$ cat src/rtl/radio_ctrl_pkg.sv
package radio_ctrl_pkg;
  localparam int CMD_W  = 5;
  localparam int STAT_W = 3;
  localparam int REG_W  = CMD_W + STAT_W;

  typedef enum logic [3:0] {
    ST_POWERON = 4'd0, ST_OFF    = 4'd1, ST_PLL     = 4'd2,
    ST_RX      = 4'd3, ST_TXWAIT = 4'd4, ST_TXBUSY  = 4'd5,
    ST_RXAUTO  = 4'd6, ST_TXRTRY = 4'd7, ST_SLEEP   = 4'd8
  } rstate_t;

  typedef enum logic [3:0] {
    OP_NONE, OP_TXGO, OP_FOFF, OP_FPLL, OP_RX, OP_OFF, OP_PLL,
    OP_RXAUTO, OP_TXRTRY
  } op_t;

  localparam logic [CMD_W-1:0] CODE_TXGO   = 5'h02;
  localparam logic [CMD_W-1:0] CODE_FOFF   = 5'h03;
  localparam logic [CMD_W-1:0] CODE_FPLL   = 5'h04;
  localparam logic [CMD_W-1:0] CODE_RX     = 5'h06;
  localparam logic [CMD_W-1:0] CODE_OFF    = 5'h08;
  localparam logic [CMD_W-1:0] CODE_PLL    = 5'h09;
  localparam logic [CMD_W-1:0] CODE_RXAUTO = 5'h16;
  localparam logic [CMD_W-1:0] CODE_TXRTRY = 5'h19;

  localparam logic [STAT_W-1:0] TS_OK      = 3'd0;
  localparam logic [STAT_W-1:0] TS_PEND    = 3'd1;
  localparam logic [STAT_W-1:0] TS_WAITACK = 3'd2;
  localparam logic [STAT_W-1:0] TS_CAF     = 3'd3;
  localparam logic [STAT_W-1:0] TS_NOACK   = 3'd5;
  localparam logic [STAT_W-1:0] TS_INVALID = 3'd7;
endpackage

$ cat src/rtl/radio_cmd_decode.sv
module radio_cmd_decode
  import radio_ctrl_pkg::*;
(
  input  logic [CMD_W-1:0] code,
  output op_t              op
);
  always_comb begin
    case (code)
      CODE_TXGO:   op = OP_TXGO;
      CODE_FOFF:   op = OP_FOFF;
      CODE_FPLL:   op = OP_FPLL;
      CODE_RX:     op = OP_RX;
      CODE_OFF:    op = OP_OFF;
      CODE_PLL:    op = OP_PLL;
      CODE_RXAUTO: op = OP_RXAUTO;
      CODE_TXRTRY: op = OP_TXRTRY;
      default:     op = OP_NONE;
    endcase
  end
endmodule

$ cat src/rtl/radio_state_seq.sv
module radio_state_seq
  import radio_ctrl_pkg::*;
(
  input  logic    clk,
  input  logic    rst_n,
  input  logic    wr,
  input  op_t     op,
  input  logic    ext_en,
  input  logic    sym_tick,
  input  logic    done,
  input  logic    sleep_req,
  output rstate_t state,
  output logic    tx_go,
  output logic    ext_start
);
  rstate_t nxt;
  logic    took, go;
  logic    idle, locked;

  assign idle   = (state == ST_OFF) || (state == ST_PLL) || (state == ST_RX) ||
                  (state == ST_RXAUTO) || (state == ST_TXRTRY);
  assign locked = (state == ST_POWERON) || (state == ST_SLEEP);

  always_comb begin
    nxt       = state;
    ext_start = 1'b0;
    go        = 1'b0;
    if (wr) begin
      case (op)
        OP_FOFF:   if (state != ST_SLEEP) nxt = ST_OFF;
        OP_FPLL:   if (!locked) nxt = ST_PLL;
        OP_OFF:    if (idle || state == ST_POWERON) nxt = ST_OFF;
        OP_PLL:    if (idle) nxt = ST_PLL;
        OP_RX:     if (idle) nxt = ST_RX;
        OP_TXGO:   if (state == ST_PLL) nxt = ST_TXWAIT;
        OP_RXAUTO: if (idle && ext_en) begin nxt = ST_RXAUTO; ext_start = 1'b1; end
        OP_TXRTRY: if (idle && ext_en) begin nxt = ST_TXRTRY; ext_start = 1'b1; end
        default:   nxt = state;
      endcase
    end
    took = (nxt != state) || ext_start;
    if (!took) begin
      case (state)
        ST_TXWAIT: if (sym_tick) begin nxt = ST_TXBUSY; go = 1'b1; end
        ST_TXBUSY: if (done) nxt = ST_PLL;
        ST_OFF:    if (sleep_req) nxt = ST_SLEEP;
        ST_SLEEP:  if (!sleep_req) nxt = ST_OFF;
        default:   nxt = state;
      endcase
    end
  end

  always_ff @(posedge clk) begin
    if (!rst_n) begin
      state <= ST_POWERON;
      tx_go <= 1'b0;
    end else begin
      state <= nxt;
      tx_go <= go;
    end
  end
endmodule

$ cat src/rtl/radio_trac_unit.sv
module radio_trac_unit
  import radio_ctrl_pkg::*;
(
  input  logic              clk,
  input  logic              rst_n,
  input  rstate_t           state,
  input  logic              ext_start,
  input  logic              done,
  input  logic [STAT_W-1:0] result,
  input  logic              slotted_en,
  input  logic              ack_trigger,
  output logic [STAT_W-1:0] status,
  output logic              irq,
  output logic              ack_go
);
  logic              in_rx, in_tx;
  logic [STAT_W-1:0] kept;

  assign in_rx = (state == ST_RXAUTO);
  assign in_tx = (state == ST_TXRTRY);

  always_comb begin
    kept = TS_INVALID;
    if (in_rx) begin
      if (result == TS_OK) kept = TS_OK;
      else if (result == TS_WAITACK && slotted_en) kept = TS_WAITACK;
    end else if (in_tx) begin
      if (result == TS_OK || result == TS_PEND || result == TS_CAF ||
          result == TS_NOACK) kept = result;
    end
  end

  always_ff @(posedge clk) begin
    if (!rst_n) begin
      status <= TS_OK;
      irq    <= 1'b0;
      ack_go <= 1'b0;
    end else begin
      irq    <= 1'b0;
      ack_go <= in_rx && (status == TS_WAITACK) && ack_trigger;
      if (ext_start) begin
        status <= TS_INVALID;
      end else if (done && (in_rx || in_tx)) begin
        status <= kept;
        irq    <= 1'b1;
      end
    end
  end
endmodule

$ cat src/rtl/radio_state_ctrl.sv
module radio_state_ctrl
  import radio_ctrl_pkg::*;
(
  input  logic             clk,
  input  logic             rst_n,
  input  logic             reg_wr,
  input  logic [REG_W-1:0] reg_wdata,
  output logic [REG_W-1:0] reg_rdata,
  input  logic             ext_mode_en,
  input  logic             slotted_en,
  input  logic             sym_tick,
  input  logic             sleep_req,
  input  logic             proc_done,
  input  logic [STAT_W-1:0] proc_result,
  input  logic             ack_trigger,
  output logic [3:0]       state_o,
  output logic             tx_go,
  output logic             trac_irq,
  output logic             ack_go
);
  logic [CMD_W-1:0]  cmd_q;
  logic [STAT_W-1:0] status;
  op_t               op;
  rstate_t           state;
  logic              ext_start;

  always_ff @(posedge clk) begin
    if (!rst_n) cmd_q <= '0;
    else if (reg_wr) cmd_q <= reg_wdata[CMD_W-1:0];
  end

  radio_cmd_decode u_dec (.code(reg_wdata[CMD_W-1:0]), .op(op));

  radio_state_seq u_seq (
    .clk(clk), .rst_n(rst_n), .wr(reg_wr), .op(op), .ext_en(ext_mode_en),
    .sym_tick(sym_tick), .done(proc_done), .sleep_req(sleep_req),
    .state(state), .tx_go(tx_go), .ext_start(ext_start)
  );

  radio_trac_unit u_trac (
    .clk(clk), .rst_n(rst_n), .state(state), .ext_start(ext_start),
    .done(proc_done), .result(proc_result), .slotted_en(slotted_en),
    .ack_trigger(ack_trigger), .status(status), .irq(trac_irq), .ack_go(ack_go)
  );

  assign reg_rdata = {status, cmd_q};
  assign state_o   = state;
endmodule

$ cat config.mk
export PLATFORM = sky130hd
export DESIGN_NAME = radio_state_ctrl
export DESIGN_NICKNAME = d
export VERILOG_FILES = /design/src/rtl/radio_ctrl_pkg.sv /design/src/rtl/radio_cmd_decode.sv /design/src/rtl/radio_state_seq.sv /design/src/rtl/radio_trac_unit.sv /design/src/rtl/radio_state_ctrl.sv
export SDC_FILE = /design/constraint.sdc
export NUM_CORES = 1
export LEC_CHECK = 0
export CAP_MARGIN = 0
export CORE_MARGIN = 10
export CORE_UTILIZATION = 33
export DETAILED_ROUTE_END_ITERATION = 7
export PLACE_DENSITY = 0.7
export SLEW_MARGIN = 40
export SYNTH_ARGS = -nofsm -noshare
export SYNTH_HDL_FRONTEND = slang
export SYNTH_SLANG_ARGS = --single-unit
$ cat constraint.sdc
create_clock -name clk -period 1.95 [get_ports clk]
set_input_delay 0.2925 -clock clk [delete_from_list [all_inputs] [get_ports clk]]
set_output_delay 0.2925 -clock clk [all_outputs]
set_load 0.01 [all_outputs]
# == After elaboration in Yosys (flattened, before gate mapping) ==
# Memory sizes are Yosys's and may differ from the RTL's.
# Index checks and enable logic that the tools add are counted.
# classes
eq_ne,23
mux,28
n_bitwise,2
n_reduce_logical,23
# ops
operator,count
4-bit 2-to-1 mux,14
"4-bit by 3-bit == test with 1-bit output, second input constant",8
4-bit one-hot mux with 8 select lines,1
3-bit 2-to-1 mux,7
"4-bit by 2-bit == test with 1-bit output, second input constant",4
4-bit one-hot mux with 4 select lines,1
1-bit logical OR,11
"3-bit by 2-bit == test with 1-bit output, second input constant",3
"4-bit by 1-bit == test with 1-bit output, second input constant",2
"4-bit == test, second input constant",2
1-bit logical AND,5
1-bit 2-to-1 mux,5
5-bit nonzero test,1
4-bit logical NOT,1
4-bit != test,1
"4-bit != test, second input constant",1
2-bit OR reduction,2
"3-bit by 1-bit == test with 1-bit output, second input constant",1
"3-bit == test, second input constant",1
3-bit logical NOT,1
3-bit OR reduction,1
1-bit NOT,2
2-bit nonzero test,1
# totals
reg_bits,15
rom_bits,128
input_bits,20
wordCells,83
mem_count,1
# mem_list
memory,words,word_bits,read_ports,rd_ports_with_merged_regs,write_ports,line_no,rtl
(no name shown),32,4,1,0,0,radio_cmd_decode.sv:8,case (code)

# == Longest topological paths before layout ==
# depth
depth_word,12
ltp_mapped,9

# == By module ==
# A second synthesis with hierarchy kept.
# unflattened
cells_unflattened,187
area_unflattened_um2,1453.9
# by_module_without_submodules
mod,instances,cells_each,area_per_inst_um2,seq_area_each_um2
radio_state_seq,1,129,900.9,100.1
radio_trac_unit,1,26,245.2,100.1
radio_state_ctrl,1,16,192.7,100.1
radio_cmd_decode,1,16,115.1,0.0

# == Worst setup path before layout ==
# Ideal clock, no wire load.
# synth_path
path_type,register -> register
startpoint,reg u_seq.state[0]
endpoint,reg u_seq.state[2]
arrival_time_ps,1940
setup_slack_ps,-77
stages_incl_launch_ff,8
path_cell_list,dfxtp_1 -> buf_4 -> or3b_1 -> a222oi_1 -> a21oi_1 -> o22a_1 -> a31o_4 -> a221oi_2
# synth_via
elab_chain_len,12
elab_cells_between_ends,39
# synth_lines
element,line_no,rtl
"start, declared",radio_state_seq.sv:12,"output rstate_t state,"
"start signal, assigned",radio_state_seq.sv:58,state <= nxt;
4-bit by 1-bit == test with 1-bit output or 4-bit by 2-bit == test with 1-bit output (tied branches),"radio_state_seq.sv:20, radio_state_seq.sv:43, radio_state_seq.sv:35",
1-bit logical OR (3 in a row),radio_state_seq.sv:20,assign idle = (state == ST_OFF) || (state == ST_PLL) || (state == ST_RX) ||
1-bit logical OR,radio_state_seq.sv:21,(state == ST_RXAUTO) || (state == ST_TXRTRY);
1-bit logical AND or 1-bit logical OR (tied branches),"radio_state_seq.sv:36, radio_state_seq.sv:37, radio_state_seq.sv:32",
"4-bit 2-to-1 mux, on equally long branches","radio_state_seq.sv:37, radio_state_seq.sv:32, radio_state_seq.sv:36",
4-bit one-hot mux with 8 select lines,radio_state_seq.sv:29,case (op)
4-bit 2-to-1 mux,radio_state_seq.sv:28,if (wr) begin
"4-bit 2-to-1 mux, or another cell as far along",radio_state_seq.sv:47,ST_SLEEP: if (!sleep_req) nxt = ST_OFF;
4-bit one-hot mux with 4 select lines or 1-bit logical OR (tied branches),"radio_state_seq.sv:43, radio_state_seq.sv:41",
4-bit 2-to-1 mux or 5-bit nonzero test (tied branches),-,
# Several ways; a longest one is shown, not always the timed one.
# A chain may end at the register's enable or synchronous reset.

# == Worst setup path in the final report ==
# layout_path
startpoint,reg u_seq.state[3]
endpoint,reg u_seq.state[2]
# Same word-level chain as after synthesis.

==> flow_summary.toml <==
[timing]
rsz0062_at_grt = "true"
slew_headroom = 0.741
final.period_utilization = 1.08
hold_viol = 0
fmax_mhz = 473
setup_viol = 5
whs_ps = 329
tightest_slew_ps = 383
setup_ws_ps = -162
slew_viol_final = 0
fin_skew_ps = 0.340
min_period_ps = 2110

[yosys]
synth-compound-area-share = 0.349
ys.flop_type = "dfxtp_1"
synth_top_area_frac = 0.211
synthTopCellsByArea = "dfxtp_1 21%, a21oi_1 4.9%, mux2i_1 4.9%"
synthAdderAreaFrac = 0
synth_top_family_by_area = "compound AO/OA/AOI/OAI gates"
netlist-cell-type-count = 59
synth_largest_area_cell = "dfxtp_1"
muxShareOfSynthArea = 0.0493
avgSynthCellArea_sq_um = 7.60
async_flop_share = 0
syn_inst = 187
ys_seq_elements = 15
synth_edf_count = 0
synth_warnings = 0
syn-cell-area_sq_mm = 0.00142
syn_nets = 207
synthSimpleGateAreaFrac = 0.320
ys_seq_area_frac = 0.211
synthXorXnorAreaFrac = 0

[layout]
fin_util = 0.562
final_cells = 312
antenna_cells = 0
nNetsFinal = 283
num-fill-cells = 395
final_cell_area_sq_mm = 0.00230
final_common_cell = "buf_4"
drive_above_1_share = 0.374
syn2layout_area_growth_pct = 61.5
final_cell_mix = "51 x buf_4, 26 x clkdlybuf4s50_1, 16 x nor2_1"

[run_status]
status = "finished with violations"
violations = "setup timing"

[floorplan]
die-area_sq_mm = 0.00733
start_util = 0.348
core_area_sq_mm = 0.00409
die_w_um = 85.6
ioPinCount = 35
dieHeight_um = 85.6
rows = 23

[flow_run]
maxCapViolCount = 0

[routing]
drtPass1Iterations = 4
drt_iter0_markers = 125
ant_nets = 0
vias_per_cell = 5.71
wl_um = 4940
drc = 0
vias = 1780
drt-wirelength-per-cell_um = 15.8

[clocking]
path_clk_slew_ps = 60
cts_buffer_depth = 2
cts_sinks = 15
cts_buffers = 3
clk_latency_ps = 250
htreeDepth = 1
root_buffer = "clkbuf_8"
cts_tree = "yes"

[pwr]
p_leak_nw = 0.894
p_per_area_mw_per_mm2 = 480
vdd_drop_max_v = 0.000413

[global_routing]
grt_pass1_vias = 1666
antenna_found_initial = 0
grt_max_degree = 15
grt_pass1_wl_um = 7780
overflow = 0
grt_use_total = 0.124

[placement]
portBuffers = 31
dp_slack_ps = -664
dpl_cell_area_sq_mm = 0.00206
gp_congestion = 0.910
hpwl_um = 3600
placed_cells = 299

[min_path]
hold_path_class = "input port to register"

[critical_path]
required_ps = 2110
end_kind = "register"
crit_arrival_ps = 2270
crit_fanout = 6
startpoint_type = "register"
crit_type = "register to register"
## metrics by stage
stage               TNS [ps]  total power [mW]
finish                  -649              1.10
global placement       -3570             0.802
floorplan              -79.8             0.607
CTS                     -558              1.08
global route           -1050              1.17
detailed placement     -3790             0.806
## area by class of cell
cell class                      count  area [sq um]  share of cell area
Inverter                            6          22.5             0.00981
Sequential cell                    15           307               0.134
Clock buffer                        3          41.3              0.0180
Multi-Input combinational cell    151          1140               0.495
Tap cell                           50          62.6              0.0272
Timing Repair Buffer               86           721               0.314
Clock inverter                      1          5.00             0.00218
## layer usage
layer | vias up | GRT usage | part of all wire
met5 | - | 0 | 0
met4 | 0 | 0.0314 | 0.020
met3 | 12 | 0.0454 | 0.079
met2 | 75 | 0.209 | 0.49
met1 | 834 | 0.144 | 0.41
li1 | 859 | - | -
## power breakdown
part | switching [mW] | internal (mW)
Sequential | 0.0109 | 0.324
Combinational | 0.252 | 0.261
Clock | 0.114 | 0.142
Total | 0.377 | 0.726
## logic make-up after synthesis
family                 count (synthesis)
buffers and inverters                 21
AOI/OAI and AO/OA                     64
DFF                                   15
and+or+nand+nor                       80
muxes                                  7
## Yosys cell counts, types with 3 or more instances
| library cell | count |
|---|---|
| o22ai_1 | 6 |
| nand3_1 | 7 |
| or3b_1 | 3 |
| buf_2 | 5 |
| nor2b_1 | 5 |
| clkbuf_1 | 6 |
| mux2i_1 | 7 |
| inv_1 | 5 |
| o21ai_0 | 11 |
| a21oi_1 | 14 |
| nand2_1 | 14 |
| nor2_1 | 17 |
| nand2b_1 | 6 |
| and3_1 | 4 |
| nor3_1 | 6 |
| a211oi_1 | 4 |
| dfxtp_1 | 15 |
## what timing repair did
action,4_1_cts,5_1_grt
setup buffers,7,2
endpoints found under the setup margin,6,5
resized for setup,20,21
pin swaps,9,14
hold buffers,0,0
## sequential cells by signal (all words and copies together) (netlist names)
register	count
u_trac.status	3
cmd_q	5
u_seq.state	4
u_seq.tx_go	1
u_trac.irq	1
u_trac.ack_go	1
## final timing paths
kind	from	to	slack, ps	cells after the start
min	reg_wdata[3]	cmd_q[3]	330	3
max	u_seq.state[3]	u_seq.state[2]	-160	7
max reg2reg	u_seq.state[3]	u_seq.state[2]	-160	7
min reg2reg	u_trac.status[0]	u_trac.ack_go	460	1
## critical path: stages (launching register included)
cell	delay, ps
dfxtp_4	370
or3b_4	390
a222oi_1	320
buf_4	200
a21oi_4	40
o22a_1	220
a31o_4	260
a221oi_2	230
No activity file was read; power rests on OpenSTA's default activity.
